<file path="src/rtl/serial_reg_pkg.sv">
package serial_reg_pkg;

    localparam int ADDR_W     = 5;
    localparam int DATA_W     = 8;
    localparam int ID_W       = 2;
    localparam int FRAME_BITS = ID_W + 1 + ADDR_W + DATA_W;
    localparam int HDR_BITS   = ID_W + 1 + ADDR_W;
    localparam int CNT_W      = $clog2(FRAME_BITS + 1);
    localparam logic [ID_W-1:0] CHIP_ID = 2'b01;

    // location of the wire-mode bit in the bank
    localparam int MODE_REG = 2;
    localparam int MODE_BIT = 2;

    function automatic logic [DATA_W-1:0] reg_default(input int idx);
        case (idx)
            0:       return 8'h8C;
            1:       return 8'h5B;
            3:       return 8'h81;
            4:       return 8'h04;
            default: return 8'h00;
        endcase
    endfunction

    typedef struct packed {
        logic                  sclk_p;
        logic [CNT_W-1:0]      cnt;
        logic [FRAME_BITS-1:0] shreg;
        logic                  rd_act;
        logic [DATA_W-1:0]     rd_sh;
        logic                  sdo;
        logic                  oe;
        logic                  wr_stb;
        logic [ADDR_W-1:0]     wr_addr;
        logic [DATA_W-1:0]     wr_data;
    } eng_state_t;

endpackage

</file>
<file path="src/rtl/serial_pin_sync.sv">
module serial_pin_sync #(
    parameter int              WIDTH   = 3,
    parameter int              STAGES  = 2,
    parameter logic [WIDTH-1:0] RST_VAL = '0
) (
    input  logic             clk,
    input  logic             rst_n,
    input  logic [WIDTH-1:0] din,
    output logic [WIDTH-1:0] dout
);

    logic [STAGES-1:0][WIDTH-1:0] stage_d, stage_q;

    always_comb begin
        stage_d[0] = din;
        for (int s = 1; s < STAGES; s++) begin
            stage_d[s] = stage_q[s-1];
        end
    end

    generate
        for (genvar g = 0; g < STAGES; g++) begin : g_stage
            always_ff @(posedge clk) begin
                if (!rst_n) stage_q[g] <= RST_VAL;
                else        stage_q[g] <= stage_d[g];
            end
        end
    endgenerate

    assign dout = stage_q[STAGES-1];

endmodule

</file>
<file path="src/rtl/serial_frame_engine.sv">
module serial_frame_engine
    import serial_reg_pkg::*;
#(
    parameter int NUM_IMPL = 10
) (
    input  logic              clk,
    input  logic              rst_n,
    input  logic              csn_s,
    input  logic              sclk_s,
    input  logic              sdi_s,
    input  logic              pd_n,
    input  logic              mclk_ok,
    input  logic              three_wire,
    output logic [ADDR_W-1:0] rd_addr,
    input  logic [DATA_W-1:0] rd_data,
    output logic              sdo,
    output logic              sdo_oe,
    output logic              wr_stb,
    output logic [ADDR_W-1:0] wr_addr,
    output logic [DATA_W-1:0] wr_data
);

    localparam logic [CNT_W-1:0]  CNT_LAST = CNT_W'(FRAME_BITS - 1);
    localparam logic [CNT_W-1:0]  CNT_HDR  = CNT_W'(HDR_BITS - 1);
    localparam logic [CNT_W-1:0]  CNT_DRV  = CNT_W'(HDR_BITS);
    localparam logic [CNT_W-1:0]  CNT_END  = CNT_W'(FRAME_BITS);
    localparam logic [ADDR_W:0]   ADDR_LIM = (ADDR_W+1)'(NUM_IMPL);

    eng_state_t st_d, st_q;
    logic       rise, fall;
    logic [FRAME_BITS-1:0] shift_nx;
    logic [ID_W-1:0]   f_id, h_id;
    logic              f_wr, h_wr;
    logic [ADDR_W-1:0] f_addr;
    logic [DATA_W-1:0] f_data;

    always_comb begin
        shift_nx = {st_q.shreg[FRAME_BITS-2:0], sdi_s};
        h_id     = shift_nx[HDR_BITS-1 -: ID_W];
        h_wr     = shift_nx[ADDR_W];
        f_id     = shift_nx[FRAME_BITS-1 -: ID_W];
        f_wr     = shift_nx[FRAME_BITS-1-ID_W];
        f_addr   = shift_nx[DATA_W +: ADDR_W];
        f_data   = shift_nx[DATA_W-1:0];
        rd_addr  = shift_nx[ADDR_W-1:0];
        rise     = !csn_s && sclk_s && !st_q.sclk_p;
        fall     = !csn_s && !sclk_s && st_q.sclk_p;

        st_d        = st_q;
        st_d.sclk_p = sclk_s;
        st_d.wr_stb = 1'b0;

        if (csn_s) begin
            st_d.cnt    = '0;
            st_d.rd_act = 1'b0;
            st_d.oe     = 1'b0;
            st_d.sdo    = 1'b0;
        end else begin
            if (rise && st_q.cnt < CNT_END) begin
                st_d.shreg = shift_nx;
                st_d.cnt   = st_q.cnt + 1'b1;
                if (st_q.cnt == CNT_HDR && h_id == CHIP_ID && !h_wr && !three_wire) begin
                    st_d.rd_act = 1'b1;
                    st_d.rd_sh  = rd_data;
                end
                if (st_q.cnt == CNT_LAST && f_id == CHIP_ID && f_wr &&
                    pd_n && mclk_ok && {1'b0, f_addr} < ADDR_LIM) begin
                    st_d.wr_stb  = 1'b1;
                    st_d.wr_addr = f_addr;
                    st_d.wr_data = f_data;
                end
            end
            if (fall && st_q.rd_act && st_q.cnt >= CNT_DRV && st_q.cnt < CNT_END) begin
                st_d.sdo   = st_q.rd_sh[DATA_W-1];
                st_d.rd_sh = {st_q.rd_sh[DATA_W-2:0], 1'b0};
                st_d.oe    = 1'b1;
            end
        end
    end

    always_ff @(posedge clk) begin
        if (!rst_n) st_q <= '0;
        else        st_q <= st_d;
    end

    assign sdo     = st_q.sdo;
    assign sdo_oe  = st_q.oe;
    assign wr_stb  = st_q.wr_stb;
    assign wr_addr = st_q.wr_addr;
    assign wr_data = st_q.wr_data;

endmodule

</file>
<file path="src/rtl/serial_reg_bank.sv">
module serial_reg_bank
    import serial_reg_pkg::*;
#(
    parameter int NUM_IMPL = 10
) (
    input  logic                       clk,
    input  logic                       rst_n,
    input  logic                       pd_n,
    input  logic                       wr_stb,
    input  logic [ADDR_W-1:0]          wr_addr,
    input  logic [DATA_W-1:0]          wr_data,
    input  logic [ADDR_W-1:0]          rd_addr,
    output logic [DATA_W-1:0]          rd_data,
    output logic                       three_wire,
    output logic [NUM_IMPL*DATA_W-1:0] regs_flat
);

    logic [DATA_W-1:0] bank_d [NUM_IMPL];
    logic [DATA_W-1:0] bank_q [NUM_IMPL];

    always_comb begin
        rd_data = '0;
        for (int i = 0; i < NUM_IMPL; i++) begin
            bank_d[i] = bank_q[i];
            if (!pd_n) begin
                bank_d[i] = reg_default(i);
            end else if (wr_stb && wr_addr == ADDR_W'(i)) begin
                bank_d[i] = wr_data;
            end
            if (rd_addr == ADDR_W'(i)) rd_data = bank_q[i];
        end
    end

    generate
        for (genvar g = 0; g < NUM_IMPL; g++) begin : g_reg
            always_ff @(posedge clk) begin
                if (!rst_n) bank_q[g] <= reg_default(g);
                else        bank_q[g] <= bank_d[g];
            end
            assign regs_flat[g*DATA_W +: DATA_W] = bank_q[g];
        end
    endgenerate

    assign three_wire = bank_q[MODE_REG][MODE_BIT];

endmodule

</file>
<file path="src/rtl/serial_reg_ctl.sv">
module serial_reg_ctl
    import serial_reg_pkg::*;
#(
    parameter int NUM_IMPL = 10,
    parameter int SYNC_STAGES = 2
) (
    input  logic                       clk,
    input  logic                       rst_n,
    input  logic                       pd_n,
    input  logic                       mclk_ok,
    input  logic                       csn,
    input  logic                       sclk,
    input  logic                       sdi,
    output logic                       sdo,
    output logic                       sdo_oe,
    output logic                       wr_stb,
    output logic [ADDR_W-1:0]          wr_addr,
    output logic [DATA_W-1:0]          wr_data,
    output logic [NUM_IMPL*DATA_W-1:0] regs
);

    logic [2:0]        pins_s;
    logic              csn_s, sclk_s, sdi_s;
    logic [ADDR_W-1:0] rd_addr;
    logic [DATA_W-1:0] rd_data;
    logic              three_wire;

    serial_pin_sync #(
        .WIDTH  (3),
        .STAGES (SYNC_STAGES),
        .RST_VAL(3'b100)
    ) u_sync (
        .clk  (clk),
        .rst_n(rst_n),
        .din  ({csn, sclk, sdi}),
        .dout (pins_s)
    );

    assign csn_s  = pins_s[2];
    assign sclk_s = pins_s[1];
    assign sdi_s  = pins_s[0];

    serial_frame_engine #(.NUM_IMPL(NUM_IMPL)) u_eng (
        .clk       (clk),
        .rst_n     (rst_n),
        .csn_s     (csn_s),
        .sclk_s    (sclk_s),
        .sdi_s     (sdi_s),
        .pd_n      (pd_n),
        .mclk_ok   (mclk_ok),
        .three_wire(three_wire),
        .rd_addr   (rd_addr),
        .rd_data   (rd_data),
        .sdo       (sdo),
        .sdo_oe    (sdo_oe),
        .wr_stb    (wr_stb),
        .wr_addr   (wr_addr),
        .wr_data   (wr_data)
    );

    serial_reg_bank #(.NUM_IMPL(NUM_IMPL)) u_bank (
        .clk       (clk),
        .rst_n     (rst_n),
        .pd_n      (pd_n),
        .wr_stb    (wr_stb),
        .wr_addr   (wr_addr),
        .wr_data   (wr_data),
        .rd_addr   (rd_addr),
        .rd_data   (rd_data),
        .three_wire(three_wire),
        .regs_flat (regs)
    );

endmodule

</file>
<file path="config.mk">
export PLATFORM = sky130hd
export DESIGN_NAME = serial_reg_ctl
export DESIGN_NICKNAME = d
export VERILOG_FILES = /design/src/rtl/serial_reg_pkg.sv /design/src/rtl/serial_pin_sync.sv /design/src/rtl/serial_frame_engine.sv /design/src/rtl/serial_reg_bank.sv /design/src/rtl/serial_reg_ctl.sv
export SDC_FILE = /design/constraint.sdc
export NUM_CORES = 1
export LEC_CHECK = 0
export BUFFER_PORTS_ARGS = -buffer_cell sky130_fd_sc_hd__buf_2
export CAP_MARGIN = 20
export CORE_ASPECT_RATIO = 1.5
export CORE_MARGIN = 4
export CORE_UTILIZATION = 46
export DETAILED_ROUTE_END_ITERATION = 10
export PLACE_DENSITY = 0.68
export SLEW_MARGIN = 20
export SYNTH_ARGS = -nofsm -noshare
export SYNTH_HDL_FRONTEND = slang
export SYNTH_SLANG_ARGS = --single-unit
</file>
<file path="constraint.sdc">
create_clock -name clk -period 4.4 [get_ports clk]
set_input_delay 0.44 -clock clk [delete_from_list [all_inputs] [get_ports clk]]
set_output_delay 0.44 -clock clk [all_outputs]
set_load 0.005 [all_outputs]
</file>
==> summary.md <==
| Metric | Value |
|---|---|
| Pre-CTS setup slack | `1.84 ns` |
| Total Routed Length | `17.0 mm` |
| DR iter-0 viols | `325` |
| Post-synth ARST share | `0%` |
| Hold_ws | `0.210 ns` |
| Yosys top cell by area | `dfxtp_1` |
| Total Nets Final | `752` |
| Adder-cell share of the synthesized area | `0.431%` |
| Largest net degree at the start of global routing | `50` |
| ANT cells | `0` |
| ANT nets after route | `0` |
| Critical Path RT | `4.66 ns` |
| Top cell type's share of synthesized area | `45.5%` |
| Final period util | `58.6%` |
| Initial core utilization | `46.6%` |
| Max Cap Viol | `0` |
| Post-route minimum period | `2.58 ns` |
| CTS Buf Count | `17` |
| DRC viols | `0` |
| CTS tree | `built` |
| Max Fclk | `0.388 GHz` |
| CP arrival | `2.84 ns` |
| Largest family of logic cells by synthesized area | `simple AND/OR/NAND/NOR gates` |
| Via count | `5,135` |
| Ys flop type | `dfxtp_1` |
| Startpoint Class | `register` |
| Placer Congestion | `0.895` |
| Clk pin slew, worst setup/hold paths | `0.06 ns` |
| Die Y-Extent | `146 µm` |
| Layout area overhead | `19.0%` |
| Simple-gate share of the synthesized area | `22.8%` |
| Post-CTS Setup Repair Bufs | `0` |
| Most Used Layer, Global Route | `met2` |
| Leak | `0.00280 µW` |
| CTS resizes | `0` |
| Hpwl dp | `12.3 mm` |
| H-tree Lvls | `4` |
| Crit end category | `register` |
| Setup repair after global routing missed its margin | `false` |
| EDFF count, synth | `0` |
| Post-Synth XOR/XNOR Area | `0.453%` |
| Worst path slowest cell | `or4b_1` |
| Compound-Gate Fraction of Synth Area | `12.0%` |
| Synth Area per Inst | `8.50 µm²` |
| Power per standard cell area | `402 nW/µm²` |
| Avg WL per Cell | `18.7 µm` |
| Vias per cell | `5.63` |
| Max Slew Vio Count | `0` |
| Main area contributors after synthesis | `dfxtp_1 (46%), mux2i_1 (10%), nand2_1 (6.8%)` |
| Initial antenna violation count | `0` |
| Vias in the first global route | `4,846` |
| Worst slew pin tran | `1.10 ns` |
| Worst VDD drop | `265 µV` |
| Top delay family on crit path | `simple AND/OR/NAND/NOR gates` |
| IO buf count | `102` |
| Yosys warns | `0` |
| Setup Skew | `0.00468 ns` |
| Worst skew pair latency | `0.41 ns` |
| Distinct cells, synth | `56` |
| DIE WIDTH | `99.7 µm` |
| # hold bufs at CTS | `0` |
| Grt total ovfl | `0` |
| Worst hold path class | `primary input to register` |
| Core Area | `12,400 µm²` |
| Met2 Track Usage GR | `40.5%` |
| Gate Count Post-Synth | `683` |
| Share of layout cells above drive strength 1 | `21.4%` |
| Final Hold Fails | `0` |
| Max clock buf depth | `2` |
| GRT Overall Usage | `23.5%` |
| Final setup viols | `0` |
| Crit path kind | `register to register` |
| Setup tns final | `0 ns` |
| Final WS setup | `1.82 ns` |
| GR Util met1 | `27.8%` |
| Rows | `50` |
| Syn nets | `692` |
| Register bit count reported by yosys | `132` |
| First-pass GRT wire length | `26.8 mm` |
| # IOs | `103` |
| Critical-path cell list | `or4b_1, or3_1, a221oi_1, a221oi_2` |
| CP max FO | `20` |
| Crit path buffers/inverters | `0` |
| CTS root buffer | `clkbuf_16` |
| Multiplexer share of the synthesized area | `12.7%` |
| Register area share after synthesis | `45.5%` |
| Mapped Area | `5800 µm²` |
| Clk sinks | `132` |
| DIE AREA | `14,500 µm²` |
| Max-Slew Margin vs Limit | `26.2%` |
| Pre-antenna DRT Iters | `4` |
| GR Util met3 | `4.22%` |
| Status | `completed` |
| Largest stage delay, worst path | `0.86 ns` |
==> state kept, by name, summed over array words and instances (netlist names) <==
register,cells
u_eng.sdo_oe,1
u_eng.rd_addr,4
u_eng.sdo,1
u_eng.wr_addr,5
u_eng.f_addr,5
u_eng.f_wr,1
u_eng.wr_data,8
u_eng.f_data,3
u_bank.bank_q,80
u_eng.wr_stb,1
u_sync.dout,3
u_sync.stage_d,3
u_eng.st_q,15
u_eng.f_id,2
==> worst reg2reg max path, cell delays in order, from the launching register on <==
cell and delay [ns]:
dfxtp_1 0.36, or4b_1 0.86, or3_1 0.69, a221oi_1 0.43, a221oi_2 0.09
==> final cells by class <==
| class | instances | area (µm²) |
|---|---|---|
| well taps | 156 | 195 |
| inverters | 4 | 15.0 |
| flip-flops and latches | 132 | 2640 |
| fillers | 1141 | 5540 |
| repair buffers | 112 | 586 |
| clock buffers | 21 | 480 |
| multi-input cells | 476 | 2820 |
| clock inverters | 11 | 173 |
==> per-stage QoR <==
| step | instances | power, µW | util [%] | instance area, µm² |
|---|---|---|---|---|
| finish | 912 | 2780 | 55.5 | 6910 |
| floorplan | 683 | 1260 | - | 5800 |
| global placement | 880 | 1270 | 50.3 | 6260 |
| global route | 912 | 2850 | 55.5 | 6910 |
| detailed placement | 880 | 1270 | 50.3 | 6260 |
| CTS | 912 | 2800 | 55.5 | 6910 |
==> metal layers <==
metal | share of wire [%] | routed length (µm)
met3 | 5.6 | 950
met5 | 0 | 0
met2 | 52 | 8840
met1 | 39 | 6650
met4 | 3.6 | 615
==> synthesized netlist by cell type (6+ instances only) <==
library cell    n
a21oi_1        68
a221oi_1        8
and2_1          7
buf_2           9
buf_4          14
clkbuf_1       43
dfxtp_1       132
mux2_2          7
mux2i_1        59
nand2_1       105
nand2b_1        6
nand3_1        65
nor2_1         66
nor2b_1         6
nor3_1          7
o21ai_0        11
==> final timing paths <==
check / startpoint / end / depth (start not counted) / slack, ns
max: u_eng.st_q[45] / u_eng.st_q[22] / 4 / 1.82
min: csn / u_sync.stage_d[5] / 2 / 0.21
max reg2reg: u_eng.st_q[45] / u_eng.st_q[22] / 4 / 1.82
min reg2reg: u_sync.stage_d[5] / u_sync.dout[2] / 1 / 0.41
==> cell families after synthesis <==
logic type,after synthesis
flip-flops,132
AO/OA/AOI/OAI,115
AND/OR/NAND/NOR,287
adder cells (fa/ha/maj),2
multiplexers,69
buffers and inverters,75
XOR/XNOR,3
==> report_power, final <==
group	total (µW)	switching, µW	internal, µW
combinational	41.8	30.3	11.5
clock	1530	521	1010
sequential	1200	2.95	1200
==> layout by cell type, fill, tap and decap left out, types with 3 or more instances in the layout <==
cell type / synthesis / final
nand2b_1: 6 / 6
o21ai_0: 11 / 11
o2111ai_1: 4 / 4
nand2_1: 105 / 104
a221oi_1: 8 / 8
buf_2: 9 / 102
and2_1: 7 / 7
mux2i_1: 59 / 59
o22ai_1: 4 / 4
inv_1: 3 / 3
mux2_2: 7 / 7
nor2_1: 66 / 66
and3_1: 5 / 5
nor2b_1: 6 / 6
clkbuf_16: 0 / 17
a21oi_1: 68 / 68
a221o_1: 3 / 3
dfxtp_1: 132 / 132
clkbuf_8: 0 / 4
nand3_1: 65 / 65
nor3_1: 7 / 7
clkinv_4: 0 / 3
buf_4: 14 / 10
mux4_2: 3 / 3
bufinv_16: 0 / 4
Note: power is estimated with default switching activity, not from simulation.
